`src/rtl/txbuf_flag_pkg.sv`:
```
package txbuf_flag_pkg;
    localparam int NBUF    = 3;
    localparam int REG_W   = 8;
    localparam int TXE_LSB = 0;
    localparam int ABK_LSB = 4;

    typedef struct packed {
        logic txe;
        logic abk;
        logic arq;
        logic ien;
    } buf_state_t;
endpackage

```
`src/rtl/txbuf_flag_slice.sv`:
```
module txbuf_flag_slice
    import txbuf_flag_pkg::*;
(
    input  logic clk,
    input  logic rst_n,
    input  logic soft_rst_i,
    input  logic clr_i,
    input  logic arq_set_i,
    input  logic ien_wr_i,
    input  logic ien_bit_i,
    input  logic sent_i,
    input  logic abort_i,
    output logic txe_o,
    output logic abk_o,
    output logic arq_o,
    output logic ien_o
);
    buf_state_t st_d, st_q;
    logic evt;

    always_comb begin
        st_d = st_q;
        evt  = sent_i | abort_i;
        if (ien_wr_i) st_d.ien = ien_bit_i;
        if (soft_rst_i) begin
            st_d.txe = 1'b1;
            st_d.abk = 1'b0;
            st_d.arq = 1'b0;
        end else if (evt) begin
            st_d.txe = 1'b1;
            st_d.abk = abort_i;
            st_d.arq = 1'b0;
        end else begin
            if (clr_i && st_q.txe) begin
                st_d.txe = 1'b0;
                st_d.abk = 1'b0;
            end
            if (arq_set_i && !st_q.txe) st_d.arq = 1'b1;
        end
    end

    always_ff @(posedge clk or negedge rst_n) begin
        if (!rst_n) st_q <= '{txe: 1'b1, abk: 1'b0, arq: 1'b0, ien: 1'b0};
        else        st_q <= st_d;
    end

    assign txe_o = st_q.txe;
    assign abk_o = st_q.abk;
    assign arq_o = st_q.arq;
    assign ien_o = st_q.ien;


    clr_source_chk: assert property (@(posedge clk) disable iff (!rst_n)
        $fell(st_q.txe) |-> $past(clr_i));

    abk_source_chk: assert property (@(posedge clk) disable iff (!rst_n)
        $rose(st_q.abk) |-> $past(abort_i));

    abk_follow_chk: assert property (@(posedge clk) disable iff (!rst_n)
        $fell(st_q.txe) |-> !st_q.abk);

    arq_retract_chk: assert property (@(posedge clk) disable iff (!rst_n)
        $rose(st_q.txe) |-> !st_q.arq);

    arq_accept_chk: assert property (@(posedge clk) disable iff (!rst_n)
        $rose(st_q.arq) |-> $past(!st_q.txe && arq_set_i));
endmodule

```
`src/rtl/txbuf_flag_pack.sv`:
```
module txbuf_flag_pack
    import txbuf_flag_pkg::*;
(
    input  logic [NBUF-1:0]  txe_i,
    input  logic [NBUF-1:0]  abk_i,
    input  logic [NBUF-1:0]  ien_i,
    output logic [REG_W-1:0] rdata_o,
    output logic [NBUF-1:0]  pending_o,
    output logic             irq_o
);
    always_comb begin
        rdata_o = '0;
        rdata_o[TXE_LSB +: NBUF] = txe_i;
        rdata_o[ABK_LSB +: NBUF] = abk_i;
    end

    assign pending_o = ~txe_i;
    assign irq_o     = |(txe_i & ien_i);


    always_comb begin
        unused_bits_chk: assert (rdata_o[7] == 1'b0 && rdata_o[3] == 1'b0);
    end
endmodule

```
`src/rtl/txbuf_flag_regs.sv`:
```
module txbuf_flag_regs
    import txbuf_flag_pkg::*;
(
    input  logic             clk,
    input  logic             rst_n,
    input  logic             soft_rst,
    input  logic             stat_wr,
    input  logic [REG_W-1:0] stat_wdata,
    input  logic             abrt_wr,
    input  logic [NBUF-1:0]  abrt_wdata,
    input  logic             ien_wr,
    input  logic [NBUF-1:0]  ien_wdata,
    input  logic [NBUF-1:0]  sent_ok,
    input  logic [NBUF-1:0]  abort_done,
    output logic [REG_W-1:0] stat_rdata,
    output logic [NBUF-1:0]  abort_req,
    output logic [NBUF-1:0]  pending,
    output logic             irq
);
    logic [NBUF-1:0] txe, abk, ien;

    for (genvar i = 0; i < NBUF; i++) begin : g_buf
        txbuf_flag_slice u_slice (
            .clk        (clk),
            .rst_n      (rst_n),
            .soft_rst_i (soft_rst),
            .clr_i      (stat_wr && stat_wdata[TXE_LSB + i]),
            .arq_set_i  (abrt_wr && abrt_wdata[i]),
            .ien_wr_i   (ien_wr),
            .ien_bit_i  (ien_wdata[i]),
            .sent_i     (sent_ok[i]),
            .abort_i    (abort_done[i]),
            .txe_o      (txe[i]),
            .abk_o      (abk[i]),
            .arq_o      (abort_req[i]),
            .ien_o      (ien[i])
        );
    end

    txbuf_flag_pack u_pack (
        .txe_i     (txe),
        .abk_i     (abk),
        .ien_i     (ien),
        .rdata_o   (stat_rdata),
        .pending_o (pending),
        .irq_o     (irq)
    );


    pending_inv_chk: assert property (@(posedge clk) disable iff (!rst_n)
        pending == ~stat_rdata[TXE_LSB +: NBUF]);

    soft_hold_chk: assert property (@(posedge clk) disable iff (!rst_n)
        $past(soft_rst) |-> (stat_rdata == 8'h07 && abort_req == '0));
endmodule

```
`config.mk`:
```
export PLATFORM = sky130hd
export DESIGN_NAME = txbuf_flag_regs
export DESIGN_NICKNAME = d
export VERILOG_FILES = /design/src/rtl/txbuf_flag_pkg.sv /design/src/rtl/txbuf_flag_slice.sv /design/src/rtl/txbuf_flag_pack.sv /design/src/rtl/txbuf_flag_regs.sv
export SDC_FILE = /design/constraint.sdc
export NUM_CORES = 1
export LEC_CHECK = 0
export BUFFER_PORTS_ARGS = -buffer_cell sky130_fd_sc_hd__buf_2
export CAP_MARGIN = 20
export CORE_MARGIN = 10
export CORE_UTILIZATION = 41
export DETAILED_ROUTE_END_ITERATION = 6
export GPL_TIMING_DRIVEN = 0
export PLACE_DENSITY_LB_ADDON = 0.3
export SYNTH_ARGS = -nofsm -noshare
export SYNTH_HDL_FRONTEND = slang
export SYNTH_SLANG_ARGS = --single-unit
```
`constraint.sdc`:
```
create_clock -name clk -period 1.05 [get_ports clk]
set_input_delay 0.21 -clock clk [delete_from_list [all_inputs] [get_ports clk]]
set_output_delay 0.21 -clock clk [all_outputs]
set_load 0.1 [all_outputs]
```
# --- Word-level counts from Yosys, hierarchy flattened ---
# Index checks and enable logic that the tools add are counted.
op_classes:
  mux: 12
  n_bitwise: 5
  reduce_logical: 22
op_table:
  columns: ["cell", "count"]
  rows:
  - ["$mux 3", 6]
  - ["$reduce_bool 3->1", 6]
  - ["$logic_and 1x1->1", 12]
  - ["$mux 2", 3]
  - ["$and 3x3->3", 1]
  - ["$logic_not 1->1", 3]
  - ["$mux 1", 3]
  - ["$not 3->3", 1]
  - ["$or 1x1->1", 3]
  - ["$reduce_or 3->1", 1]
totals:
  reg_bits: 12
  inputBits: 26
  output_inout_bits: 15
  word_cells: 51

# --- Logic depth before layout (Yosys ltp) ---
# Gate-level depths: netlist (run 1).
depth:
  ltp_word: 5
  ltp_mapped: 2
  depth_no_buf: 2

# --- Modules after synthesis ---
# A second synthesis (run 1) with hierarchy kept.
unflattened:
  cells_unflattened: 62
  hier_area_um2: 606.8
modules_own_cells:
  columns: ["mod", "instances", "cells_each", "area_each_um2", "seq_area_each_um2"]
  rows:
  - ["txbuf_flag_slice", 3, 14, 160.2, 101.3]
  - ["txbuf_flag_pack", 1, 14, 88.8, 0.0]
  - ["txbuf_flag_regs", 1, 6, 37.5, 0.0]

# --- Least setup slack after synthesis (run 1) ---
# OpenSTA, ideal clock, no wires.
synth_path:
  kind: "reg2out"
  startpoint: "register g_buf[0].u_slice.st_q, in the netlist g_buf[0].u_slice.txe_o"
  endpoint: "output irq"
  t_arrival_ns: 1.225
  required_time_ns: 0.840
  path_slack_ns: -0.385
  stages_incl_launch_ff: 3
  n_path_buf: 0
  path_cell_list: "dfstp_2 -> a222oi_1 -> inv_1"
synth_via:
  elab_chain_len: 2
synth_lines:
  columns: ["element", "line_no", "source"]
  rows:
  - ["start, declared", "txbuf_flag_slice.sv:18", "buf_state_t st_d, st_q;"]
  - ["start signal, assigned", "txbuf_flag_slice.sv:43", "if (!rst_n) st_q <= '{txe: 1'b1, abk: 1'b0, arq: 1'b0, ien: 1'b0};"]
  - ["start signal, assigned", "txbuf_flag_slice.sv:44", "else st_q <= st_d;"]
  - ["$and 3x3->3", "txbuf_flag_pack.sv:18", "assign irq_o = |(txe_i & ien_i);"]
  - ["$reduce_or 3->1", "txbuf_flag_pack.sv:18", null]
  - ["end, declared", "txbuf_flag_regs.sv:18", "output logic irq"]
# No other way between the ends.

# --- Final worst setup path (run 1) ---
# Same ends and word-level chain as after synthesis.

==> flow_summary.json, run 1 <==
{
  "grt_setup_unrepaired": "yes",
  "sequential_cell_area_um2": 304.0,
  "final_antenna_net_count": 0,
  "flow.area_growth_from_synthesis_pct": 61.63,
  "final_layout_size_suffix_gt1_share_pct": 60.61,
  "grt_max_degree": 13,
  "yosys.area_share.adder_pct": 0,
  "io_pins": 41,
  "synth_mux_area_share_pct": 5.104,
  "ys_warn_count": 0,
  "criticalPathCategory": "flop to output pin",
  "grt_util_all_layers_pct": 10.62,
  "drc_errors": 0,
  "clock_tree.buffer_depth": 2,
  "tns_ns": -2.413,
  "std_cell_rows": 14,
  "synth_top_family_by_area": "buffers and inverters",
  "grt_pass1_wl_um": 2849,
  "synthesis.area_um2": 661.9,
  "hold_violations": 0,
  "critical-path-max-stage-delay_ns": 0.39,
  "maxClockFrequency_ghz": 0.6718,
  "slew_violations": 0,
  "final.fill_count": 110,
  "failed_checks": "setup timing",
  "critPathBufInv": 2,
  "grt_pass1_vias": 624,
  "clock_latency_ns": 0.27,
  "insertedDiodeCount": 0,
  "synth-seq-area-share_pct": 45.94,
  "cp_top_family": "flip-flops",
  "maxCapViolations": 0,
  "path_cells": "a222oi_1 -> inv_2 -> buf_6",
  "run_status": "complete, but fails checks",
  "setup-violations-final": 15,
  "drt-pass1-iter-count": 4,
  "critPathMaxFanout": 4,
  "xor_xnor_portion_of_the_synthesized_cell_area_pct": 0,
  "total_clock_sinks": 12,
  "synth_seq_cells": 12,
  "chipWidth_um": 60.18,
  "crit_path_max_delay_cell_type": "sky130_fd_sc_hd__dfstp_2",
  "power_density_mw_per_mm2": 1073,
  "grt.overflow.total": 0,
  "clk_pin_slew_ns": 0.07,
  "core_area_mm2": 0.001524,
  "final_nets": 126,
  "synth_simple_gate_area_share_pct": 12.67,
  "synth_area_in_compound_gates_pct": 16.82,
  "drt_wl_total_um": 1844,
  "initial_utilization_pct": 43.43,
  "worst_ep_required_ns": 0.84,
  "tritoncts_buffers": 3,
  "routed-via-count": 582,
  "hold_path_class": "primary input to flop",
  "min_period_over_period_pct": 141.8,
  "cts_tree": "yes",
  "wl_per_cell_um": 16.03,
  "finalWorstSetupSlack_ns": -0.4386,
  "dieArea_mm2": 0.003622,
  "antenna_violations_before_repair": 0,
  "fin_crit_period_ns": 1.489,
  "cts_htree_levels": 1,
  "globalplace.congestion": 0.6653,
  "finClkSkew_ns": 0.0003088,
  "route.detailed.vias_per_inst": 5.061,
  "drt_iter0_drc": 5,
  "crit_path_end_kind": "output pin",
  "master_cell_of_the_clock_root_buffer": "sky130_fd_sc_hd__clkbuf_4",
  "port_buffers": 32,
  "post-dp-hpwl_um": 1349,
  "syn_avg_cell_area_um2": 11.03,
  "synthCells": 60,
  "cp.arrival_ns": 1.28,
  "static-leakage-power_nw": 0.5226,
  "post_synth_num_cell_types": 16,
  "multi_input_comb_area_um2": 236.5,
  "startpoint_type": "flop",
  "final_design_utilization_pct": 70.20,
  "power.ir.vdd_worst_v": 0.0007715,
  "chipHeight_um": 60.18
}
[kinds of logic after synthesis]
| group | Yosys count |
|---|---|
| AO/OA/AOI/OAI | 10 |
| buffers and inverters | 22 |
| flip-flops | 12 |
| multiplexers | 3 |
| other | 1 |
| AND/OR/NAND/NOR | 12 |
[cell usage after synthesis]
cell type | number | area share (%)
sky130_fd_sc_hd__a2111o_1 | 3 | 5.1
sky130_fd_sc_hd__a2111oi_2 | 3 | 6.8
sky130_fd_sc_hd__a211oi_1 | 3 | 3.4
sky130_fd_sc_hd__a222oi_1 | 1 | 1.5
sky130_fd_sc_hd__and4b_1 | 2 | 3.0
sky130_fd_sc_hd__and4b_2 | 1 | 1.7
sky130_fd_sc_hd__buf_2 | 1 | 0.76
sky130_fd_sc_hd__buf_4 | 11 | 12
sky130_fd_sc_hd__conb_1 | 1 | 0.57
sky130_fd_sc_hd__dfrtp_1 | 9 | 34
sky130_fd_sc_hd__dfstp_2 | 3 | 12
sky130_fd_sc_hd__inv_1 | 10 | 5.7
sky130_fd_sc_hd__mux2_2 | 3 | 5.1
sky130_fd_sc_hd__nand2_1 | 3 | 1.7
sky130_fd_sc_hd__nand2b_1 | 3 | 2.8
sky130_fd_sc_hd__nand3b_1 | 3 | 3.4
[cell type report]
| class | count | share of cell area (%) |
|---|---|---|
| Clock buffer | 4 | 2.456 |
| Tap cell | 16 | 1.871 |
| Timing Repair Buffer | 40 | 36.61 |
| Buffer | 6 | 5.029 |
| Sequential cell | 12 | 28.42 |
| Inverter | 10 | 3.509 |
| Multi-Input combinational cell | 27 | 22.11 |
[worst paths after layout]
kind	from	end	slack (ns)	depth (start not counted)
setup / recovery	g_buf[0].u_slice.txe_o	irq	-0.44	3
hold / removal	sent_ok[1]	g_buf[1].u_slice.arq_o	0.12	2
setup reg to reg	g_buf[0].u_slice.txe_o	g_buf[0].u_slice.arq_o	-0.03	3
hold reg to reg	g_buf[2].u_slice.ien_o	g_buf[2].u_slice.ien_o	0.52	1
max in group asynchronous	rst_n	g_buf[0].u_slice.txe_o	0.43	2
min in group asynchronous	rst_n	g_buf[2].u_slice.ien_o	0.34	2
[flip-flops by register name, indices dropped and copies added (netlist names)]
name and cells:
g_buf.u_slice.abk_o 3, g_buf.u_slice.arq_o 3, g_buf.u_slice.ien_o 3, g_buf.u_slice.txe_o 3
[cells in the final DEF (no fill, tap or decap)]
cell / count
sky130_fd_sc_hd__a2111o_1: 3
sky130_fd_sc_hd__a2111oi_2: 3
sky130_fd_sc_hd__a211oi_1: 3
sky130_fd_sc_hd__a222oi_1: 1
sky130_fd_sc_hd__and4b_1: 2
sky130_fd_sc_hd__and4b_2: 1
sky130_fd_sc_hd__buf_12: 10
sky130_fd_sc_hd__buf_2: 20
sky130_fd_sc_hd__buf_4: 9
sky130_fd_sc_hd__buf_6: 6
sky130_fd_sc_hd__clkbuf_1: 1
sky130_fd_sc_hd__clkbuf_4: 3
sky130_fd_sc_hd__conb_1: 2
sky130_fd_sc_hd__dfrtp_1: 9
sky130_fd_sc_hd__dfstp_2: 3
sky130_fd_sc_hd__dlygate4sd3_1: 1
sky130_fd_sc_hd__inv_1: 8
sky130_fd_sc_hd__inv_2: 2
sky130_fd_sc_hd__mux2_2: 3
sky130_fd_sc_hd__nand2_1: 3
sky130_fd_sc_hd__nand2b_1: 3
sky130_fd_sc_hd__nand3b_1: 3
[report_power, final]
| group | switching, mW | leakage, nW | internal (mW) | total, mW |
|---|---|---|---|---|
| combinational | 0.218 | 0.360 | 0.127 | 0.345 |
| clock | 0.152 | 0.0150 | 0.147 | 0.299 |
| sequential | 0.0170 | 0.147 | 0.486 | 0.503 |
[routing by layer]
layer	share of wire, %	vias up	global-route usage, %	routed length [um]
met3	9.8	4	7.415	181
met2	55	24	18.68	1017
met1	34	277	9.564	623
li1	-	277	-	-
met4	1.1	0	2.885	21
met5	0	-	0	0
[repair_timing]
| action | CTS | global route |
|---|---|---|
| hold buffers | 1 | 0 |
| pin swaps | 3 | 2 |
| gates resized for setup | 50 | 0 |
| setup endpoints to repair | 14 | 17 |
| hold endpoints to repair | 9 | 0 |
| setup buffers | 6 | 1 |
[per-stage QoR]
stage | setup WS (ns) | power, mW | instance area (um^2) | cells | hold slack, ns
6_report | -0.4386 | 1.147 | 1070 | 115 | 0.1199
3_5_place_dp | -0.2877 | 0.8021 | 845.8 | 109 | 0.1031
2_1_floorplan | -0.1505 | 0.7179 | 665.6 | 61 | -0.08559
3_3_place_gp | -0.2893 | 0.7980 | 845.8 | 109 | 0.1020
5_1_grt | -0.5084 | 1.210 | 1070 | 115 | 0.1112
4_1_cts | -0.4458 | 1.159 | 1062 | 114 | 0.1154
No activity file was read; power rests on OpenSTA's default activity.
==> inputs of run 2 (changes only) <==
CORE_UTILIZATION = 39   (was 41)
SYNTH_HIERARCHICAL = 1   (was default)
==> run 2 against run 1 <==
  * The run still ends with setup timing left
  * Hold slack gained 0.039 ns
  * Critical path type unchanged
  * Critical endpoint unchanged
  * Critical path depth is the same
  * Clock power is essentially flat
  * Synthesized cell count grew 3.3%
  * Highest routed layer unchanged
  * Largest cell class unchanged
==> flow_summary.json, run 2 <==
{
  "power.ir.vdd_worst_v": 0.0006544,
  "slew_violations": 0,
  "clock_tree.buffer_depth": 2,
  "hold_violations": 0,
  "async_reset_ff_share_pct": 100.0,
  "crit_path_end_kind": "output pin",
  "wl_per_cell_um": 15.29,
  "drt-pass1-iter-count": 4,
  "cp_top_family": "flip-flops",
  "cp.arrival_ns": 1.29,
  "startpoint_type": "flop",
  "syn_avg_cell_area_um2": 9.788,
  "insertedDiodeCount": 0,
  "final_layout_size_suffix_gt1_share_pct": 66.98,
  "fin_area_mm2": 0.001105,
  "synthCells": 62,
  "grt_util_all_layers_pct": 11.64,
  "critPathMaxFanout": 2,
  "grt_pass1_wl_um": 3063,
  "yosys.area_share.adder_pct": 0,
  "maxClockFrequency_ghz": 0.6663,
  "grt_max_degree": 13,
  "grt_pass1_vias": 680,
  "routed-via-count": 574,
  "synth_simple_gate_area_share_pct": 17.94,
  "hold_path_class": "primary input to flop",
  "fin_crit_period_ns": 1.501,
  "final.fill_count": 111,
  "drt_iter0_drc": 7,
  "maxCapViolations": 0,
  "synth_top_cell_area_share_pct": 37.11,
  "crit_path_max_delay_cell_type": "sky130_fd_sc_hd__dfstp_2",
  "whs_ns": 0.1592,
  "synth_top_cells_by_count": "sky130_fd_sc_hd__inv_1 (10), sky130_fd_sc_hd__dfrtp_1 (9), sky130_fd_sc_hd__buf_4 (8)",
  "mostFrequentLayoutCell": "sky130_fd_sc_hd__buf_2",
  "failed_checks": "setup timing",
  "xor_xnor_portion_of_the_synthesized_cell_area_pct": 0,
  "antenna_violations_before_repair": 0,
  "min_period_over_period_pct": 142.9,
  "ys_warn_count": 6,
  "final_antenna_net_count": 0,
  "clk_pin_slew_ns": 0.08,
  "criticalPathCategory": "flop to output pin",
  "power_density_mw_per_mm2": 1048,
  "critPathBufInv": 2,
  "worst_ep_required_ns": 0.84,
  "synth_edf_count": 0,
  "finalWorstSetupSlack_ns": -0.4508,
  "drt_wl_total_um": 1865,
  "setup-violations-final": 18,
  "final_nets": 133,
  "synthesis.area_um2": 606.8,
  "route.detailed.vias_per_inst": 4.705,
  "synth_top_family_by_area": "simple AND/OR/NAND/NOR gates",
  "mostFrequentLayoutCells": "sky130_fd_sc_hd__buf_2 (20), sky130_fd_sc_hd__buf_12 (12), sky130_fd_sc_hd__buf_6 (7), sky130_fd_sc_hd__buf_4 (7)",
  "synth_mux_area_share_pct": 5.567,
  "drc_errors": 0,
  "synth_area_in_compound_gates_pct": 9.691,
  "path_cells": "a222oi_1 -> inv_2 -> buf_12",
  "finClkSkew_ns": 0.004831,
  "initial_utilization_pct": 40.76,
  "flow.area_growth_from_synthesis_pct": 82.06,
  "postSynth.topFlopCell": "sky130_fd_sc_hd__dfrtp_1",
  "cts_htree_levels": 1,
  "cts_tree": "yes",
  "static-leakage-power_nw": 0.5591,
  "io_pins": 41,
  "critical-path-max-stage-delay_ns": 0.38,
  "placement.cell_area_um2": 799.5,
  "post-dp-hpwl_um": 1368,
  "master_cell_of_the_clock_root_buffer": "sky130_fd_sc_hd__clkbuf_4",
  "core_area_mm2": 0.001489,
  "tritoncts_buffers": 3,
  "dieArea_mm2": 0.003534,
  "chipHeight_um": 59.45,
  "chipWidth_um": 59.45,
  "clock_latency_ns": 0.27,
  "ys_top_cells_by_area": "sky130_fd_sc_hd__dfrtp_1 (37%), sky130_fd_sc_hd__dfstp_2 (13%), sky130_fd_sc_hd__buf_4 (9.9%), sky130_fd_sc_hd__and2_1 (6.2%), sky130_fd_sc_hd__inv_1 (6.2%)",
  "grt.overflow.total": 0,
  "std_cell_rows": 14,
  "run_status": "complete, but fails checks",
  "synth_seq_cells": 12,
  "port_buffers": 33,
  "globalplace.congestion": 0.6857,
  "post_synth_num_cell_types": 15,
  "final_design_utilization_pct": 74.20,
  "grt_setup_unrepaired": "yes",
  "total_clock_sinks": 12,
  "library_cell_with_the_highest_instance_count_after_synthesis": "sky130_fd_sc_hd__inv_1",
  "synth-seq-area-share_pct": 50.10,
  "yosys.area.top_type": "sky130_fd_sc_hd__dfrtp_1"
}
-- run 2: where the power goes --
| part | internal (mW) | total [mW] | switching (mW) |
|---|---|---|---|
| clock | 0.147 | 0.300 | 0.153 |
| combinational | 0.138 | 0.357 | 0.218 |
| sequential | 0.485 | 0.501 | 0.0161 |
| total | 0.770 | 1.16 | 0.388 |
-- run 2: cell type report --
cell class | count | area, um^2 | area share [%]
Multi-Input combinational cell | 33 | 229.0 | 20.72
Buffer | 6 | 56.30 | 5.096
Tap cell | 16 | 20.02 | 1.812
Clock buffer | 4 | 26.28 | 2.378
Sequential cell | 12 | 307.8 | 27.86
Timing Repair Buffer | 41 | 425.4 | 38.51
Inverter | 10 | 40.04 | 3.624
-- run 2: what timing repair did --
item                                    4_1_cts  5_1_grt
endpoints found under the setup margin       13       19
hold buffers                                  1        0
pin swaps                                     3        6
resized for setup                            49       19
buffers inserted                              5        3
endpoints found under the hold margin         9        0
-- run 2: kinds of logic (layout without fill, tap and decap cells) --
family                 after synthesis  count (layout)
and+or+nand+nor                     18              18
AOI/OAI and AO/OA                   10              10
DFF                                 12              12
muxes                                3               3
other                                1               2
buffers and inverters               18              61
-- run 2: path summary, 6_finish.rpt --
check,from,end,slack (ns),depth (start not counted)
hold / removal,sent_ok[1],g_buf[1].u_slice/txe_o,0.16,3
setup / recovery,g_buf[1].u_slice/txe_o,irq,-0.45,3
min in group asynchronous,rst_n,g_buf[2].u_slice/arq_o,0.34,2
max in group asynchronous,rst_n,g_buf[0].u_slice/txe_o,0.43,2
hold reg to reg,g_buf[0].u_slice/ien_o,g_buf[0].u_slice/ien_o,0.52,1
setup reg to reg,g_buf[0].u_slice/txe_o,g_buf[0].u_slice/abk_o,-0.11,5
-- run 2: through the flow --
stage                     std cells  power, mW  worst slack (ns)  TNS (ns)
after CTS                       120      1.158           -0.4716    -2.792
after global routing            122      1.229           -0.5065    -3.754
after floorplan                  63     0.7118           -0.1473   -0.4854
after detailed placement        112     0.7932           -0.3123    -1.166
after global placement          112     0.7872           -0.3012    -1.104
final                           122      1.158           -0.4508    -2.769
-- run 2: per-layer routing --
metal	wire (um)	GRT usage, %
met3	110	4.077
met2	1037	21.10
met4	17	5.902
met5	0	0
met1	699	11.21
-- run 2: worst reg2reg max path, delay by kind of cell (launching register included) --
kind                   cells  cell delay, ns
flip-flops                 1            0.59
buffers and inverters      2            0.21
AO/OA/AOI/OAI              1            0.16
AND/OR/NAND/NOR            2            0.11
==> inputs of run 3 (changes only) <==
CORE_MARGIN = default   (was 10)
==> run 3 against run 2 <==
  * The flow still finishes with violations (setup timing)
  * Worst setup slack got worse by 0.019 ns
  * First-iteration DRC count increased by 43%
  * Sequential share of layout area decreased by 0.19 points
  * Clock skew decreased by 0.0046 ns
  * Combinational power increased by 1%
==> flow_summary.json, run 3 (synthesized netlist as in run 2, its figures left out) <==
{
  "run_status": "complete, but fails checks",
  "failed_checks": "setup timing",
  "placedCellCount": 111,
  "dieArea_mm2": 0.001718,
  "grt_setup_unrepaired": "yes",
  "instances_no_fill": 122,
  "critPathMaxFanout": 2,
  "min_period_over_period_pct": 144.8,
  "critical_path.startpoint": "g_buf[1].u_slice/ien_o",
  "cp.arrival_ns": 1.31,
  "wl_per_cell_um": 13.05,
  "hold_violations": 0,
  "clock_tree.buffer_depth": 2,
  "clk_pin_slew_ns": 0.07,
  "fin_crit_period_ns": 1.520,
  "finalWorstSetupSlack_ns": -0.4701,
  "drt_iter0_drc": 10,
  "grt.overflow.total": 0,
  "finalPower_mw": 1.164,
  "crit_path_end_kind": "output pin",
  "grt_util_all_layers_pct": 20.46,
  "finClkSkew_ns": 0.0002653,
  "routed-via-count": 570,
  "initial_utilization_pct": 44.41,
  "final.fill_count": 82,
  "mostFrequentLayoutCell": "sky130_fd_sc_hd__buf_2",
  "final_nets": 134,
  "std_cell_rows": 13,
  "setup-violations-final": 17,
  "power.ir.vdd_worst_v": 0.0006863,
  "regToRegSetupSlack_ns": -0.12,
  "final_antenna_net_count": 0,
  "drt_wl_total_um": 1592,
  "antenna_violations_before_repair": 0,
  "static-leakage-power_nw": 0.5631,
  "globalplace.congestion": 0.7691,
  "drt-pass1-iter-count": 4,
  "worst_ep_required_ns": 0.84,
  "drc_errors": 0,
  "regToRegStartpoint": "g_buf[1].u_slice/txe_o",
  "r2r.worst_path.cells": 5,
  "insertedDiodeCount": 0,
  "post-place-ws_ns": -0.3025,
  "tritoncts_buffers": 3,
  "flow.area_growth_from_synthesis_pct": 83.30,
  "cts_tree": "yes",
  "mostFrequentLayoutCells": "sky130_fd_sc_hd__buf_2 (20), sky130_fd_sc_hd__buf_12 (13), sky130_fd_sc_hd__buf_4 (9)",
  "slew_violations": 0,
  "endpoint": "irq",
  "power_density_mw_per_mm2": 1047,
  "maxCapViolations": 0,
  "total_clock_sinks": 12,
  "cts_htree_levels": 1,
  "chipHeight_um": 41.45,
  "final_design_utilization_pct": 81.41,
  "endpoint_of_the_lowest_slack_register_to_register_path": "g_buf[1].u_slice/abk_o",
  "maxClockFrequency_ghz": 0.6578,
  "grt_max_degree": 13,
  "final_layout_size_suffix_gt1_share_pct": 66.36,
  "clock_latency_ns": 0.27,
  "grt_pass1_vias": 571,
  "grt_pass1_wl_um": 2559,
  "io_pins": 41,
  "criticalPathCategory": "flop to output pin",
  "master_cell_of_the_clock_root_buffer": "sky130_fd_sc_hd__clkbuf_4",
  "post-dp-hpwl_um": 1040,
  "port_buffers": 33,
  "hold_path_class": "primary input to flop",
  "chipWidth_um": 41.45,
  "core_area_mm2": 0.001366,
  "startpoint_type": "flop",
  "route.detailed.vias_per_inst": 4.672
}
run 3: changes by cell type in the layout (fill, tap and decap cells not counted), sizes merged:
cell	previous run	this run
buf	46	47
run 3: layout make-up:
type	count	area, um^2	share of cell area, %
Buffer	6	56.30	5.062
Inverter	10	40.04	3.600
Timing Repair Buffer	42	437.9	39.37
Multi-Input combinational cell	33	225.2	20.25
Clock buffer	4	26.28	2.362
Tap cell	15	18.77	1.687
Sequential cell	12	307.8	27.67
run 3: per-stage QoR:
step                setup TNS, ns  hold WS (ns)  cell area, um^2
finish                     -2.844        0.1644             1112
global route               -3.585        0.1515             1112
CTS                        -2.893        0.1536             1064
detailed placement         -1.107        0.1008            798.3
global placement           -1.077       0.09944            798.3
floorplan                 -0.4854      -0.08559            614.3
run 3: worst max-delay path, cell delays in order, from the launching register on:
cell and delay [ns]:
sky130_fd_sc_hd__dfrtp_1 0.38, sky130_fd_sc_hd__a222oi_1 0.39, sky130_fd_sc_hd__inv_2 0.09, sky130_fd_sc_hd__buf_12 0.18
run 3: routing by layer:
layer	share of wire (%)	vias to the layer above	global-route usage, %
met3	6.2	2	7.826
li1	-	279	-
met4	0.31	0	5.806
met5	0	-	0
met2	55	29	34.69
met1	39	260	23.89
run 3: power breakdown:
| group | total (mW) | internal, mW | switching [mW] | leakage [nW] |
|---|---|---|---|---|
| Clock | 0.303 | 0.147 | 0.156 | 0.0150 |
| Sequential | 0.500 | 0.485 | 0.0156 | 0.142 |
| Combinational | 0.361 | 0.142 | 0.219 | 0.406 |
| Total | 1.16 | 0.775 | 0.390 | 0.563 |
run 3: worst min-delay path by stage:
stage | start | to | slack (ns) | cells past startpoint
6_report | ien_wdata[1] | g_buf[1].u_slice/ien_o | 0.16 | 2
5_1_grt | ien_wdata[2] | g_buf[2].u_slice/ien_o | 0.15 | 2
3_5_place_dp | rst_n | g_buf[0].u_slice/ien_o | 0.10 | 1
4_1_cts | sent_ok[0] | g_buf[0].u_slice/txe_o | 0.15 | 3
3_3_place_gp | rst_n | g_buf[0].u_slice/ien_o | 0.1 | 1
2_1_floorplan | rst_n | g_buf[0].u_slice/abk_o | -0.09 | 0
run 3: repair_timing:
item | 4_1_cts | 5_1_grt
setup endpoints to repair | 13 | 20
endpoints found under the hold margin | 9 | 0
gates resized for setup | 55 | 15
pin swaps | 3 | 2
buffers inserted | 7 | 2
hold buffers | 1 | 0
